<file path="src/rtl/sps_pkg.sv">
package sps_pkg;
    typedef enum logic [1:0] {
        ST_IDLE  = 2'd0,
        ST_SHIFT = 2'd1,
        ST_DONE  = 2'd2
    } sps_state_t;
endpackage

</file>
<file path="src/rtl/sps_edge_sync.sv">
module sps_edge_sync #(
    parameter int   STAGES    = 2,
    parameter logic RESET_VAL = 1'b1
) (
    input  logic clk,
    input  logic rst_n,
    input  logic din,
    output logic level,
    output logic fall,
    output logic rise
);
    logic [STAGES:0] pipe;

    always_ff @(posedge clk or negedge rst_n) begin
        if (!rst_n) pipe <= {(STAGES+1){RESET_VAL}};
        else        pipe <= {pipe[STAGES-1:0], din};
    end

    assign level = pipe[STAGES-1];
    assign fall  =  pipe[STAGES] & ~pipe[STAGES-1];
    assign rise  = ~pipe[STAGES] &  pipe[STAGES-1];
endmodule

</file>
<file path="src/rtl/sps_frame_builder.sv">
module sps_frame_builder #(
    parameter int SAMPLE_W   = 12,
    parameter int NARROW_W   = 10,
    parameter int LEAD_ZEROS = 4,
    localparam int FRAME_W   = LEAD_ZEROS + SAMPLE_W
) (
    input  logic [SAMPLE_W-1:0] sample,
    input  logic                narrow,
    output logic [FRAME_W-1:0]  frame
);
    localparam int TRAIL = SAMPLE_W - NARROW_W;

    logic [FRAME_W-1:0] wide_frame;
    logic [FRAME_W-1:0] slim_frame;

    assign wide_frame = {{LEAD_ZEROS{1'b0}}, sample};

    generate
        if (TRAIL > 0) begin : g_pad
            assign slim_frame = {{LEAD_ZEROS{1'b0}}, sample[NARROW_W-1:0], {TRAIL{1'b0}}};
        end else begin : g_nopad
            assign slim_frame = wide_frame;
        end
    endgenerate

    assign frame = narrow ? slim_frame : wide_frame;
endmodule

</file>
<file path="src/rtl/serial_sample_port.sv">
module serial_sample_port
    import sps_pkg::*;
#(
    parameter int SAMPLE_W    = 12,
    parameter int NARROW_W    = 10,
    parameter int LEAD_ZEROS  = 4,
    parameter int SYNC_STAGES = 2
) (
    input  logic                clk,
    input  logic                rst_n,
    input  logic                sel_n,
    input  logic                ser_clk,
    input  logic [SAMPLE_W-1:0] sample_in,
    input  logic                narrow_mode,
    output logic                sdata_o,
    output logic                sdata_oe
);
    localparam int FRAME_W = LEAD_ZEROS + SAMPLE_W;
    localparam int CNT_W   = $clog2(FRAME_W);
    localparam logic [CNT_W-1:0] LAST_IDX = CNT_W'(FRAME_W - 1);

    sps_state_t state, state_nx;

    logic               sel_level, cs_fall, cs_rise;
    logic               sclk_level, sclk_fall, sclk_rise;
    logic [FRAME_W-1:0] frame_word;
    logic [FRAME_W-1:0] shreg;
    logic [CNT_W-1:0]   bit_cnt;
    logic               last_bit;

    sps_edge_sync #(.STAGES(SYNC_STAGES), .RESET_VAL(1'b1)) u_sel_sync (
        .clk(clk), .rst_n(rst_n), .din(sel_n),
        .level(sel_level), .fall(cs_fall), .rise(cs_rise)
    );

    sps_edge_sync #(.STAGES(SYNC_STAGES), .RESET_VAL(1'b1)) u_sclk_sync (
        .clk(clk), .rst_n(rst_n), .din(ser_clk),
        .level(sclk_level), .fall(sclk_fall), .rise(sclk_rise)
    );

    sps_frame_builder #(
        .SAMPLE_W(SAMPLE_W), .NARROW_W(NARROW_W), .LEAD_ZEROS(LEAD_ZEROS)
    ) u_frame (
        .sample(sample_in), .narrow(narrow_mode), .frame(frame_word)
    );

    assign last_bit = (bit_cnt == LAST_IDX);

    // State register
    always_ff @(posedge clk or negedge rst_n) begin
        if (!rst_n) state <= ST_IDLE;
        else        state <= state_nx;
    end

    // Transitions: LOAD, ABORT, FINISH, RELEASE
    always_comb begin
        state_nx = state;
        unique case (state)
            ST_IDLE:  if (cs_fall) state_nx = ST_SHIFT;
            ST_SHIFT: begin
                if (cs_rise)                    state_nx = ST_IDLE;
                else if (sclk_fall && last_bit) state_nx = ST_DONE;
            end
            ST_DONE:  if (cs_rise) state_nx = ST_IDLE;
            default:  state_nx = ST_IDLE;
        endcase
    end

    // Outputs and shift path
    always_ff @(posedge clk or negedge rst_n) begin
        if (!rst_n) begin
            shreg    <= '0;
            bit_cnt  <= '0;
            sdata_o  <= 1'b0;
            sdata_oe <= 1'b0;
        end else begin
            unique case (state)
                ST_IDLE: begin
                    if (cs_fall) begin
                        shreg    <= frame_word;
                        bit_cnt  <= '0;
                        sdata_o  <= frame_word[FRAME_W-1];
                        sdata_oe <= 1'b1;
                    end else begin
                        sdata_o  <= 1'b0;
                        sdata_oe <= 1'b0;
                    end
                end
                ST_SHIFT: begin
                    if (cs_rise) begin
                        sdata_o  <= 1'b0;
                        sdata_oe <= 1'b0;
                    end else if (sclk_fall) begin
                        if (last_bit) begin
                            sdata_o  <= 1'b0;
                            sdata_oe <= 1'b0;
                        end else begin
                            shreg   <= {shreg[FRAME_W-2:0], 1'b0};
                            sdata_o <= shreg[FRAME_W-2];
                            bit_cnt <= bit_cnt + 1'b1;
                        end
                    end
                end
                ST_DONE: begin
                    sdata_o  <= 1'b0;
                    sdata_oe <= 1'b0;
                end
                default: begin
                    sdata_o  <= 1'b0;
                    sdata_oe <= 1'b0;
                end
            endcase
        end
    end
endmodule

</file>
<file path="config.mk">
export PLATFORM = sky130hd
export DESIGN_NAME = serial_sample_port
export DESIGN_NICKNAME = d
export VERILOG_FILES = /design/src/rtl/sps_pkg.sv /design/src/rtl/sps_edge_sync.sv /design/src/rtl/sps_frame_builder.sv /design/src/rtl/serial_sample_port.sv
export SDC_FILE = /design/constraint.sdc
export NUM_CORES = 1
export LEC_CHECK = 0
export ABC_AREA = 1
export BUFFER_PORTS_ARGS = -buffer_cell sky130_fd_sc_hd__buf_2
export CAP_MARGIN = 25
export CORE_MARGIN = 5
export CORE_UTILIZATION = 30
export CTS_BUF_LIST = sky130_fd_sc_hd__clkbuf_2
export CTS_CLUSTER_SIZE = 30
export DETAILED_ROUTE_END_ITERATION = 10
export GPL_TIMING_DRIVEN = 0
export PLACE_DENSITY = 0.46
export SLEW_MARGIN = 20
export SYNTH_ARGS = -nofsm -noshare
export SYNTH_HDL_FRONTEND = slang
export SYNTH_SLANG_ARGS = --single-unit
</file>
<file path="constraint.sdc">
create_clock -name clk -period 1.72 [get_ports clk]
set_clock_uncertainty 0.1 [all_clocks]
set_input_delay 0.258 -clock clk [delete_from_list [all_inputs] [get_ports clk]]
set_output_delay 0.258 -clock clk [all_outputs]
set_load 0.05 [all_outputs]
</file>
# == Word-level counts from Yosys, hierarchy flattened ==
# Index checks and enable logic that the tools add are counted.
# word_totals
reg_bits,29
latchBits,0
n_memories,0
mem_bits_rw,0
rom_bits,0
out_inout_bits,2
in_bits,17
# classes
n_mul,0
order_cmp,0
reduce_logical,6
addsub,1
bitwise,6
n_mux,26
shift,0
div,0
eq_ne,11
# ops
op,count
15-bit 2-to-1 mux,4
15-bit case mux with 2 select lines,1
4-bit 2-to-1 mux,4
12-bit 2-to-1 mux,1
2-bit inequality test (second input constant),5
3-bit inequality test (second input constant),3
1-bit 2-to-1 mux,8
2-bit 2-to-1 mux,4
4-bit case mux with 2 select lines,1
2-bit case mux with 3 select lines,1
5-bit AND reduction,1
4-bit by 1-bit adder with 4-bit output (second input constant),1
4-bit equality test (second input constant),1
1-bit case mux with 2 select lines,2
1-bit AND,3
1-bit inverter,3
3-bit AND reduction,1
2-bit by 1-bit equality test with 1-bit output (second input constant),1
2-bit equality test (second input constant),1
2-bit zero test,1
2-bit AND reduction,1
2-bit nonzero test,1
1-bit logical AND,1

# == Longest topological paths before layout ==
# Gate-level depths: netlist (run 1).
# logic_depth
word_depth,6
mapped_depth,9
ltp_nobuf,8

# == By module ==
# A second synthesis (run 1) with hierarchy kept.
# unflattened
cells_unflattened,224
area_unflattened_um2,1650.3
# by_module_without_submodules
mod,cells_per_inst,seq_area_each_um2,n_inst,area_per_inst_um2
serial_sample_port,169,575.6,1,1286.2
sps_edge_sync,7,78.8,2,93.8
sps_frame_builder,41,0.0,1,176.4

# == Worst setup path after synthesis (run 1) ==
# Ideal clock, no wire load.
# synth_timing
path_kind,reg2reg
start,register bit_cnt[0]
end,register bit_cnt[3]
path_buffers,1
setup_slack_ps,300
required_time_ps,1504
setup_time_ps,116
arrival_time_ps,1204
stages_incl_launch_ff,9
cell_sequence,dfrtp_1 ha_1 nand2_1 clkinv_1 nand2_1 nand3_4 buf_4 nand3_1 nand2_1
# synth_via
elab_chain_len,5
word_cells_on_any_way,8
# synth_lines
element,line_no,text
from (decl),serial_sample_port.sv:28,logic [CNT_W-1:0] bit_cnt;
from (signal assigned),serial_sample_port.sv:100,bit_cnt <= bit_cnt + 1'b1;
4-bit by 1-bit adder with 4-bit output,serial_sample_port.sv:100,
4-bit 2-to-1 mux,serial_sample_port.sv:94,if (last_bit) begin
4-bit 2-to-1 mux,serial_sample_port.sv:93,end else if (sclk_fall) begin
4-bit 2-to-1 mux,serial_sample_port.sv:90,if (cs_rise) begin
4-bit case mux with 2 select lines,serial_sample_port.sv:77,unique case (state)
# Parallel ways exist; a longest one is shown, timed or not. The select of a mux whose other input is x is not followed.
# A chain may end at the register's enable or synchronous reset.

# == Worst setup path after layout (run 1) ==
# layout_timing
start,register bit_cnt[0]
end,register shreg[7]
# layout_via
elab_chain_len,3
# layout_lines
element,line_no,text
4-bit equality test,serial_sample_port.sv:47,assign last_bit = (bit_cnt == LAST_IDX);
2-bit inequality test (no line),n/a,
5-bit AND reduction (no line),n/a,
to (signal assigned),serial_sample_port.sv:80,shreg <= frame_word;
to (signal assigned),serial_sample_port.sv:98,"shreg <= {shreg[FRAME_W-2:0], 1'b0};"
to (decl),serial_sample_port.sv:27,logic [FRAME_W-1:0] shreg;
# Every way passes these cells.

==> impl_metrics.yaml, run 1 <==
global_route:
  overflow: 0
  grt_pass1_vias: 1250
  grt_pass1_wl_um: 5692
  grt_usage: 0.1158
  antenna_found_initial: 0
  grt_max_degree: 30
critical_path:
  rrSetupSlack_ns: 0.16
  critPathCaptureType: "flip-flop"
  cp_slowest_cell: "dfrtp_1"
  crit_cells: 9
  worstPathCellList: "ha_1 > nand2_1 > clkinv_1 > nand2_2 > nand3_4 > nand2_4 > buf_6 > nand2_1 > nand2_1"
  cp.buffers_inverters: 2
  slowest_delay_ns: 0.45
  cp_max_fo: 10
  path_class: "reg2reg"
  startpoint: "bit_cnt[0]"
  timing.rr.start: "bit_cnt[0]"
  cp_top_family: "simple AND/OR/NAND/NOR gates"
  worstRegToRegCells: 9
  crit_required_ns: 1.91
  worstReg2RegEnd: "shreg[7]"
  start_kind: "flip-flop"
  arrival_ns: 1.76
  cp_common_cell: "nand2_1"
  endpoint: "shreg[7]"
route:
  vias: 1232
  drt_wl_total_um: 3222
  ant_nets: 0
  viasPerCell: 4.338
  post_drt_wl_per_cell_um: 11.35
  first_iter_violations: 53
  first_pass_iters: 4
  route.detailed.drc: 0
cells_and_area:
  final_common_cell: "nand2_1"
  drive_gt1_frac: 0.2258
  seq_area_sq_um: 733.2
  multi_input_area_sq_um: 609.3
  finalInstanceArea_sq_um: 1727
  antenna_cells: 0
  final_cells: 284
  nNetsFinal: 234
  mostFrequentLayoutCells: "nand2_1, nand3_1, buf_2, dfrtp_1, o21ai_0"
  n_fill_cell: 522
  area_growth_pct: 17.05
floorplanning:
  pin_count: 19
  initial_utilization: 0.3103
  dieHeight_um: 80.12
  rows: 25
  die_area_sq_um: 6419
  core_area_sq_um: 4755
  fp.dieW_um: 80.12
timing:
  final.period_utilization: 0.9091
  slew-limit-headroom: 0.5528
  setup_violations: 0
  finalHoldViolCount: 0
  period_minus_slack_ns: 1.564
  worst_slew_pin_slew_ns: 0.6708
  fin_setup_tns_ns: 0
  rsz0062_at_grt: "false"
  slew_violations: 0
  max_freq_ghz: 0.6395
yosys:
  synth_cell_type_count: 24
  syn-num-nets: 206
  ys_seq_elements: 29
  synth.cell_area_sq_um: 1475
  ys_seq_area_frac: 0.4970
  synth_cells: 188
  yosys_warnings: 0
  avgSynthCellArea_sq_um: 7.847
clock_network:
  post_cts_buffers: 0
  clock_sinks: 29
  clkTransAtPathRegs_ns: 0.16
  cts_buffers: 5
  worstSkewPairLatency_ns: 0.36
  cts_tree: "yes"
  cts-root-buf: "clkbuf_2"
  htreeDepth: 2
  clock_path_buffers: 2
placed_design:
  placedCellCount: 273
  place_area_sq_um: 1649
  port_buffers: 18
  place.detailed.hpwl_um: 2278
  gp_congestion: 0.7746
pwr:
  p_per_area_nw_per_um2: 1291
  ir_drop_uv: 460.9
  p_total_mw: 2.229
  leakagePower_nw: 0.9279
run_status:
  status: "completed"
run:
  max_cap_viol_count: 0
worst_hold_path:
  hp-class: "in2reg"
## flip-flops by register name, summed over array words and instances, names as in the netlist
register,cells
u_sel_sync.pipe,3
shreg,15
sdata_oe,1
bit_cnt,4
u_sclk_sync.pipe,3
state,2
sdata_o,1
## tightest hold or removal path, delay by kind of cell
family / cells / cell delay (ns)
buf+inv: 1 / 0.10
simple gates: 2 / 0.14
## how the worst min path moves through the flow
stage | startpoint | endpoint | slack, ns | cells after the start
finish | sample_in[0] | shreg[0] | 0.06 | 3
global route | sample_in[0] | shreg[0] | 0.06 | 3
CTS | sample_in[0] | shreg[0] | 0.04 | 3
detailed placement | rst_n | shreg[14] | 0.23 | 1
global placement | rst_n | shreg[14] | 0.23 | 1
floorplan | rst_n | bit_cnt[0] | -0.14 | 0
## metal layers
layer,GRT usage,share of wire,vias to the layer above
met2,0.1755,0.46,13
met5,0,0,-
met4,0.04054,0.0081,0
met1,0.1510,0.50,567
met3,0.04260,0.036,2
li1,-,-,650
## metrics by stage
| stage | worst slack [ns] | hold WS (ns) | util |
|---|---|---|---|
| 6_report | 0.1563 | 0.05966 | 0.3632 |
| 3_3_place_gp | 0.1482 | 0.2307 | 0.3468 |
| 3_5_place_dp | 0.1549 | 0.2331 | 0.3468 |
| 5_1_grt | 0.01676 | 0.05694 | 0.3632 |
| 4_1_cts | 0.1141 | 0.04107 | 0.3616 |
| 2_1_floorplan | 0.2995 | -0.1376 | - |
## logic make-up (layout without fill, tap and decap cells)
| group | after synthesis | count (layout) | synth area share |
|---|---|---|---|
| buffers and inverters | 30 | 59 | 0.09499 |
| adder cells (fa/ha/maj) | 1 | 1 | 0.008480 |
| AO/OA/AOI/OAI | 21 | 21 | 0.07125 |
| AND/OR/NAND/NOR | 107 | 107 | 0.3283 |
| flip-flops | 29 | 29 | 0.4970 |
## Yosys cell counts, drive strengths merged
cell type | instances | share of area
nand4 | 2 | 0.0085
nand3b | 1 | 0.0051
dfrtp | 23 | 0.39
clkinv | 1 | 0.0025
clkbuf | 1 | 0.0025
nand2 | 73 | 0.19
buf | 8 | 0.037
nor3 | 1 | 0.0034
ha | 1 | 0.0085
o21ai | 21 | 0.071
dfstp | 6 | 0.11
inv | 20 | 0.053
nand3 | 25 | 0.093
nor2 | 5 | 0.025
## layout make-up
class | instances | area share
Sequential cell | 29 | 0.4246
Buffer | 9 | 0.03406
Tap cell | 67 | 0.04855
Clock buffer | 6 | 0.01739
Clock inverter | 2 | 0.005797
Multi-Input combinational cell | 129 | 0.3529
Timing Repair Buffer | 21 | 0.06956
Inverter | 21 | 0.04710
## where the power goes
part           total [mW]  switching [mW]  internal, mW
logic               0.865           0.542         0.323
registers            1.02           0.128         0.894
clock network       0.343           0.241         0.102
## repair_timing
| item | in CTS | in global routing |
|---|---|---|
| setup endpoints to repair | 0 | 11 |
| hold endpoints to repair | 25 | 0 |
| resized for setup | 0 | 2 |
| hold buffers | 3 | 0 |
Note: power is estimated with default switching activity, not from simulation.
==> run 2, diff against run 1 <==
--- a/config.mk
+++ b/config.mk
@@ -5,7 +5,7 @@
 export SDC_FILE = /design/constraint.sdc
 export NUM_CORES = 1
 export LEC_CHECK = 0
-export ABC_AREA = 1
+export ABC_AREA = 0
 export BUFFER_PORTS_ARGS = -buffer_cell sky130_fd_sc_hd__buf_2
 export CAP_MARGIN = 25
 export CORE_MARGIN = 5
==> run 2 against run 1 <==
The flow now finishes with violations (negative setup slack). Worst hold slack better by 0.098 ns. Highest routed layer unchanged. Flip-flop and latch count unchanged. Cell count fell by 28%. Synthesized area is 7.1% lower. Clock power rose by 49%. Sequential power shrank 6%. Global-route usage fell by 1.7 points. Largest cell class unchanged. Critical path depth down 4.
==> impl_metrics.yaml, run 2 <==
yosys:
  ys_top_cells_by_count: "dfrtp_1, mux2i_1, nand2_1"
  synth_cells: 113
  avgSynthCellArea_sq_um: 12.12
  syn-num-nets: 131
  yosys_warnings: 0
  synth_area_leader_cell: "dfrtp_1"
  asyncSetResetFlopFracSynth: 1.000
  ys.flop_type: "dfrtp_1"
  synth.most_common_cell: "dfrtp_1"
  synth_edf_count: 0
  ys_seq_area_frac: 0.5352
  synth_cell_type_count: 31
  synth.cell_area_sq_um: 1370
  ys_top_cells_by_area: "dfrtp_1, dfstp_2, mux2i_1, o221a_2, nand2_1"
  synth_top_area_frac: 0.4201
  ys_seq_elements: 29
placed_design:
  gp_congestion: 0.6862
  dp_slack_ns: -0.3015
  port_buffers: 18
  placedCellCount: 183
  place.detailed.hpwl_um: 1982
timing:
  worst_slew_pin_slew_ns: 0.6429
  final.period_utilization: 1.052
  slew-limit-headroom: 0.5714
  setup_violations: 12
  period_minus_slack_ns: 1.810
  max_freq_ghz: 0.5526
  rsz0062_at_grt: "true"
  layout_setup_ws_ns: -0.08972
  slew_violations: 0
  finalHoldViolCount: 0
critical_path:
  arrival_ns: 2.04
  path_class: "reg2reg"
  crit_required_ns: 1.95
  critPathCaptureType: "flip-flop"
  cp_max_fo: 5
  rrSetupSlack_ns: -0.09
  worstRegToRegCells: 5
  start_kind: "flip-flop"
global_route:
  antenna_found_initial: 0
  grt_usage: 0.09870
  grt_pass1_wl_um: 4678
  overflow: 0
  grt_pass1_vias: 1001
  grt_max_degree: 30
floorplanning:
  core_area_sq_um: 4384
  initial_utilization: 0.3125
  die_area_sq_um: 6019
  fp.dieW_um: 77.58
  dieHeight_um: 77.58
  pin_count: 19
  rows: 24
cells_and_area:
  fin_util: 0.4229
  final_cells: 204
  antenna_cells: 0
  mostFrequentLayoutCells: "dfrtp_1, buf_2, nand2_1, mux2i_1, buf_4"
  area_growth_pct: 35.34
  drive_gt1_frac: 0.4671
  final_common_cell: "dfrtp_1"
  n_fill_cell: 412
  nNetsFinal: 169
  largest_reg_flops: 15
  top_register: "shreg"
  top_regs: "shreg (15), bit_cnt (4)"
run_status:
  violations: "negative setup slack"
  status: "finished with violations"
clock_network:
  cts_tree: "yes"
  cts_buffers: 5
  worstSkewPairLatency_ns: 0.38
  cts-root-buf: "clkbuf_2"
  clock_path_buffers: 2
  htreeDepth: 2
  clkTransAtPathRegs_ns: 0.17
  clock_sinks: 29
pwr:
  comb_power_share: 0.249
  switching_share: 0.2952
  internal_power_mw: 1.375
  p_per_area_nw_per_um2: 1052
  seqPwrFrac: 0.489
  netSwitchingPower_mw: 0.5760
  p_clk_frac: 0.261
  ir_drop_uv: 483.4
  leakagePower_nw: 0.8228
route:
  route.detailed.drc: 0
  viasPerCell: 5.034
  vias: 1027
  first_iter_violations: 96
  first_pass_iters: 4
  ant_nets: 0
  post_drt_wl_per_cell_um: 14.48
  drt_wl_total_um: 2953
worst_hold_path:
  hold-path-cell-count: 4
  hp-class: "in2reg"
run:
  max_cap_viol_count: 0
[run 2: cell count changes after synthesis, sizes merged, moves of 2 or more]
cell,before,now
nand2,73,15
o221a,0,11
nand3,25,4
o21ai,21,2
mux2i,0,15
nor2,5,1
a211oi,0,2
nor2b,0,4
inv,20,5
buf,8,4
nand2b,0,4
[run 2: kinds of logic (layout without fill, tap and decap cells)]
group	Yosys count	in the layout	synth area share
AO/OA/AOI/OAI	21	21	0.1571
adder cells (fa/ha/maj)	1	1	0.009131
buffers and inverters	10	49	0.03561
flip-flops	29	29	0.5352
multiplexers	16	16	0.1178
AND/OR/NAND/NOR	36	36	0.1452
[run 2: what timing repair did]
action / CTS / global route
pin swaps: 1 / 10
hold buffers: 3 / 0
hold endpoints to repair: 25 / 0
gates cloned: 1 / 0
gates resized for setup: 12 / 15
setup buffers: 1 / 8
setup endpoints to repair: 19 / 14
[run 2: area by class of cell]
cell class / instances / area (sq um) / area share
multi-input cells: 74 / 711.9 / 0.3839
plain buffers: 5 / 46.29 / 0.02497
flip-flops and latches: 29 / 733.2 / 0.3954
inverters: 5 / 18.77 / 0.01012
clock inverters: 3 / 46.29 / 0.02497
well taps: 52 / 65.06 / 0.03509
repair buffers: 31 / 207.7 / 0.1120
clock buffers: 5 / 25.02 / 0.01350
[run 2: path summary, 6_finish.rpt]
path / startpoint / end
worst max-delay path: bit_cnt[1] / shreg[7]
min in group asynchronous: rst_n / state[0]
worst min register to register: u_sclk_sync.pipe[0] / u_sclk_sync.pipe[1]
worst min-delay path: sample_in[10] / shreg[10]
worst max register to register: bit_cnt[1] / shreg[7]
max in group asynchronous: rst_n / shreg[2]
[run 2: power by group through the flow]
stage	registers (mW)	clock network (mW)	logic (mW)
3_5_place_dp	0.925	0	0.347
5_1_grt	0.974	0.562	0.529
6_report	0.955	0.510	0.487
3_3_place_gp	0.926	0	0.342
2_1_floorplan	0.915	0	0.252
4_1_cts	0.918	0.534	0.373
[run 2: layer usage]
| metal | GRT usage | wire [um] | up-vias |
|---|---|---|---|
| li1 | - | - | 499 |
| met1 | 0.1254 | 1319 | 500 |
| met2 | 0.1452 | 1445 | 23 |
| met3 | 0.04398 | 157 | 5 |
| met4 | 0.04124 | 30 | 0 |
| met5 | 0 | 0 | - |
[run 2: critical path: stages (launching register included)]
cell     delay, ns
dfrtp_1       0.46
ha_4          0.18
and3_4        0.16
o41ai_4       0.47
buf_4         0.23
o221a_4       0.17
[run 2: stage by stage]
step	setup TNS (ns)	hold slack (ns)	cell area (sq um)	power [mW]
final	-0.8136	0.1572	1854	1.951
after CTS	-0.7301	0.1159	1683	1.825
after global placement	-3.281	0.2222	1525	1.267
after detailed placement	-3.639	0.2266	1525	1.272
after floorplan	0	-0.1376	1370	1.167
after global routing	-1.259	0.1270	1854	2.065
==> run 3, diff against run 2 <==
--- a/config.mk
+++ b/config.mk
@@ -9,12 +9,12 @@
 export BUFFER_PORTS_ARGS = -buffer_cell sky130_fd_sc_hd__buf_2
 export CAP_MARGIN = 25
 export CORE_MARGIN = 5
-export CORE_UTILIZATION = 30
+export CORE_UTILIZATION = 58
 export CTS_BUF_LIST = sky130_fd_sc_hd__clkbuf_2
 export CTS_CLUSTER_SIZE = 30
 export DETAILED_ROUTE_END_ITERATION = 10
 export GPL_TIMING_DRIVEN = 0
-export PLACE_DENSITY = 0.46
+export PLACE_DENSITY = 0.79
 export SLEW_MARGIN = 20
 export SYNTH_ARGS = -nofsm -noshare
 export SYNTH_HDL_FRONTEND = slang
==> constraint.sdc (replaced) <==
create_clock -name clk -period 1.72 [get_ports clk]
set_clock_uncertainty 0.1 [all_clocks]
set_input_delay 0.258 -clock clk [delete_from_list [all_inputs] [get_ports clk]]
set_output_delay 0.258 -clock clk [all_outputs]
set_load 0.005 [all_outputs]
==> run 3 against run 2 <==
The flow still finishes with violations (negative setup slack). Die area is 43% lower. Combinational power is 2% higher. Critical path depth stayed put. Worst setup slack better by 0.079 ns. Clock power is 34% lower. First-iteration DRC count is 82% lower. Critical path type unchanged. Largest cell class unchanged. Highest routed layer unchanged.
==> impl_metrics.yaml, run 3 (synthesized netlist as in run 2, its figures left out) <==
run_status:
  status: "finished with violations"
  violations: "negative setup slack"
clock_network:
  worstSkewPairLatency_ns: 0.35
  cts_tree: "yes"
  cts_buffers: 5
  clock_sinks: 29
  htreeDepth: 2
  clkTransAtPathRegs_ns: 0.15
  clock_path_buffers: 2
  cts-root-buf: "clkbuf_2"
critical_path:
  critPathCaptureType: "flip-flop"
  path_class: "reg2reg"
  cp_max_fo: 5
  crit_required_ns: 1.92
  arrival_ns: 1.93
  startpoint: "bit_cnt[0]"
  timing.rr.start: "bit_cnt[0]"
  start_kind: "flip-flop"
worst_hold_path:
  hp-class: "in2reg"
  hold_start: "sample_in[0]"
route:
  first_pass_iters: 4
  ant_nets: 0
  first_iter_violations: 17
  route.detailed.drc: 0
  viasPerCell: 5.757
  drt_wl_total_um: 3064
  post_drt_wl_per_cell_um: 16.93
  vias: 1042
timing:
  rsz0062_at_grt: "true"
  finalHoldViolCount: 0
  layout_setup_ws_ns: -0.01049
  worst_slew_pin_slew_ns: 0.6288
  slew-limit-headroom: 0.5808
  setup_violations: 4
  fin_setup_tns_ns: -0.02626
  final.period_utilization: 1.006
  slew_violations: 0
  max_freq_ghz: 0.5779
  period_minus_slack_ns: 1.730
pwr:
  p_total_mw: 1.785
  ir_drop_uv: 856.1
  p_per_area_nw_per_um2: 999.1
  leakagePower_nw: 0.8090
placed_design:
  port_buffers: 18
  placedCellCount: 159
  gp_congestion: 0.7882
  place.detailed.hpwl_um: 1876
  place_area_sq_um: 1495
floorplanning:
  core_area_sq_um: 2233
  rows: 17
  initial_utilization: 0.6134
  die_area_sq_um: 3434
  dieHeight_um: 58.60
  pin_count: 19
  fp.dieW_um: 58.60
cells_and_area:
  area_growth_pct: 30.41
  antenna_cells: 0
  final_cells: 181
  largest_reg_flops: 15
  top_register: "shreg"
  final_common_cell: "dfrtp_1"
  finalInstanceArea_sq_um: 1787
  n_fill_cell: 139
  drive_gt1_frac: 0.4837
  top_regs: "shreg (15), bit_cnt (4)"
  nNetsFinal: 170
  mostFrequentLayoutCells: "dfrtp_1, buf_2, nand2_1, mux2i_1, buf_4"
global_route:
  grt_usage: 0.2056
  overflow: 0
  antenna_found_initial: 0
  grt_max_degree: 30
  grt_pass1_wl_um: 5209
  grt_pass1_vias: 1128
run:
  max_cap_viol_count: 0
## run 3: what timing repair did
item                                   in CTS  in global routing
cloned                                      1                  0
setup endpoints to repair                  19                 16
setup buffers                               4                  7
endpoints found under the hold margin      25                  0
pin swaps                                   8                  2
hold buffers                                3                  0
resized for setup                          19                 10
## run 3: power by group
| part | total, mW | internal (mW) | switching (mW) | leakage [nW] |
|---|---|---|---|---|
| combinational | 0.498 | 0.307 | 0.191 | 0.434 |
| clock | 0.335 | 0.102 | 0.233 | 0.0327 |
| sequential | 0.952 | 0.828 | 0.124 | 0.343 |
| total | 1.79 | 1.24 | 0.548 | 0.809 |
## run 3: critical path, cell delays in order (launching register included)
cell	delay [ns]
dfrtp_1	0.44
ha_4	0.19
and3_4	0.16
o41ai_4	0.39
buf_4	0.23
o221a_4	0.17
## run 3: final timing paths
kind	to	slack, ns	cells past startpoint
worst max register to register	shreg[11]	-0.01	5
worst min-delay path	shreg[0]	0.17	3
min in group asynchronous	shreg[13]	0.36	2
max in group asynchronous	state[1]	0.73	2
worst min register to register	u_sclk_sync.pipe[1]	0.27	0
worst max-delay path	shreg[11]	-0.01	5
## run 3: routing by layer
| metal | wire length (um) | share of wire | global-route usage |
|---|---|---|---|
| met1 | 1298 | 0.42 | 0.2496 |
| met2 | 1597 | 0.52 | 0.3397 |
| met3 | 141 | 0.046 | 0.06579 |
| met4 | 26 | 0.0085 | 0.08091 |
| met5 | 0 | 0 | 0 |
## run 3: stage by stage
| stage | hold slack (ns) | setup slack (ns) | utilization |
|---|---|---|---|
| after CTS | 0.1308 | -0.05817 | 0.7658 |
| after detailed placement | 0.2069 | -0.3180 | 0.6695 |
| after floorplan | -0.1376 | 0.002715 | - |
| final | 0.1746 | -0.01049 | 0.8000 |
| after global routing | 0.1253 | -0.06176 | 0.8000 |
| after global placement | 0.2049 | -0.2335 | 0.6695 |
## run 3: area by class of cell
cell class	instances	area, sq um	area share
inverters	5	18.77	0.01050
repair buffers	33	210.2	0.1176
clock buffers	6	30.03	0.01681
clock inverters	2	10.01	0.005602
multi-input cells	74	716.9	0.4013
plain buffers	4	31.28	0.01751
well taps	28	35.03	0.01961
flip-flops and latches	29	734.5	0.4111
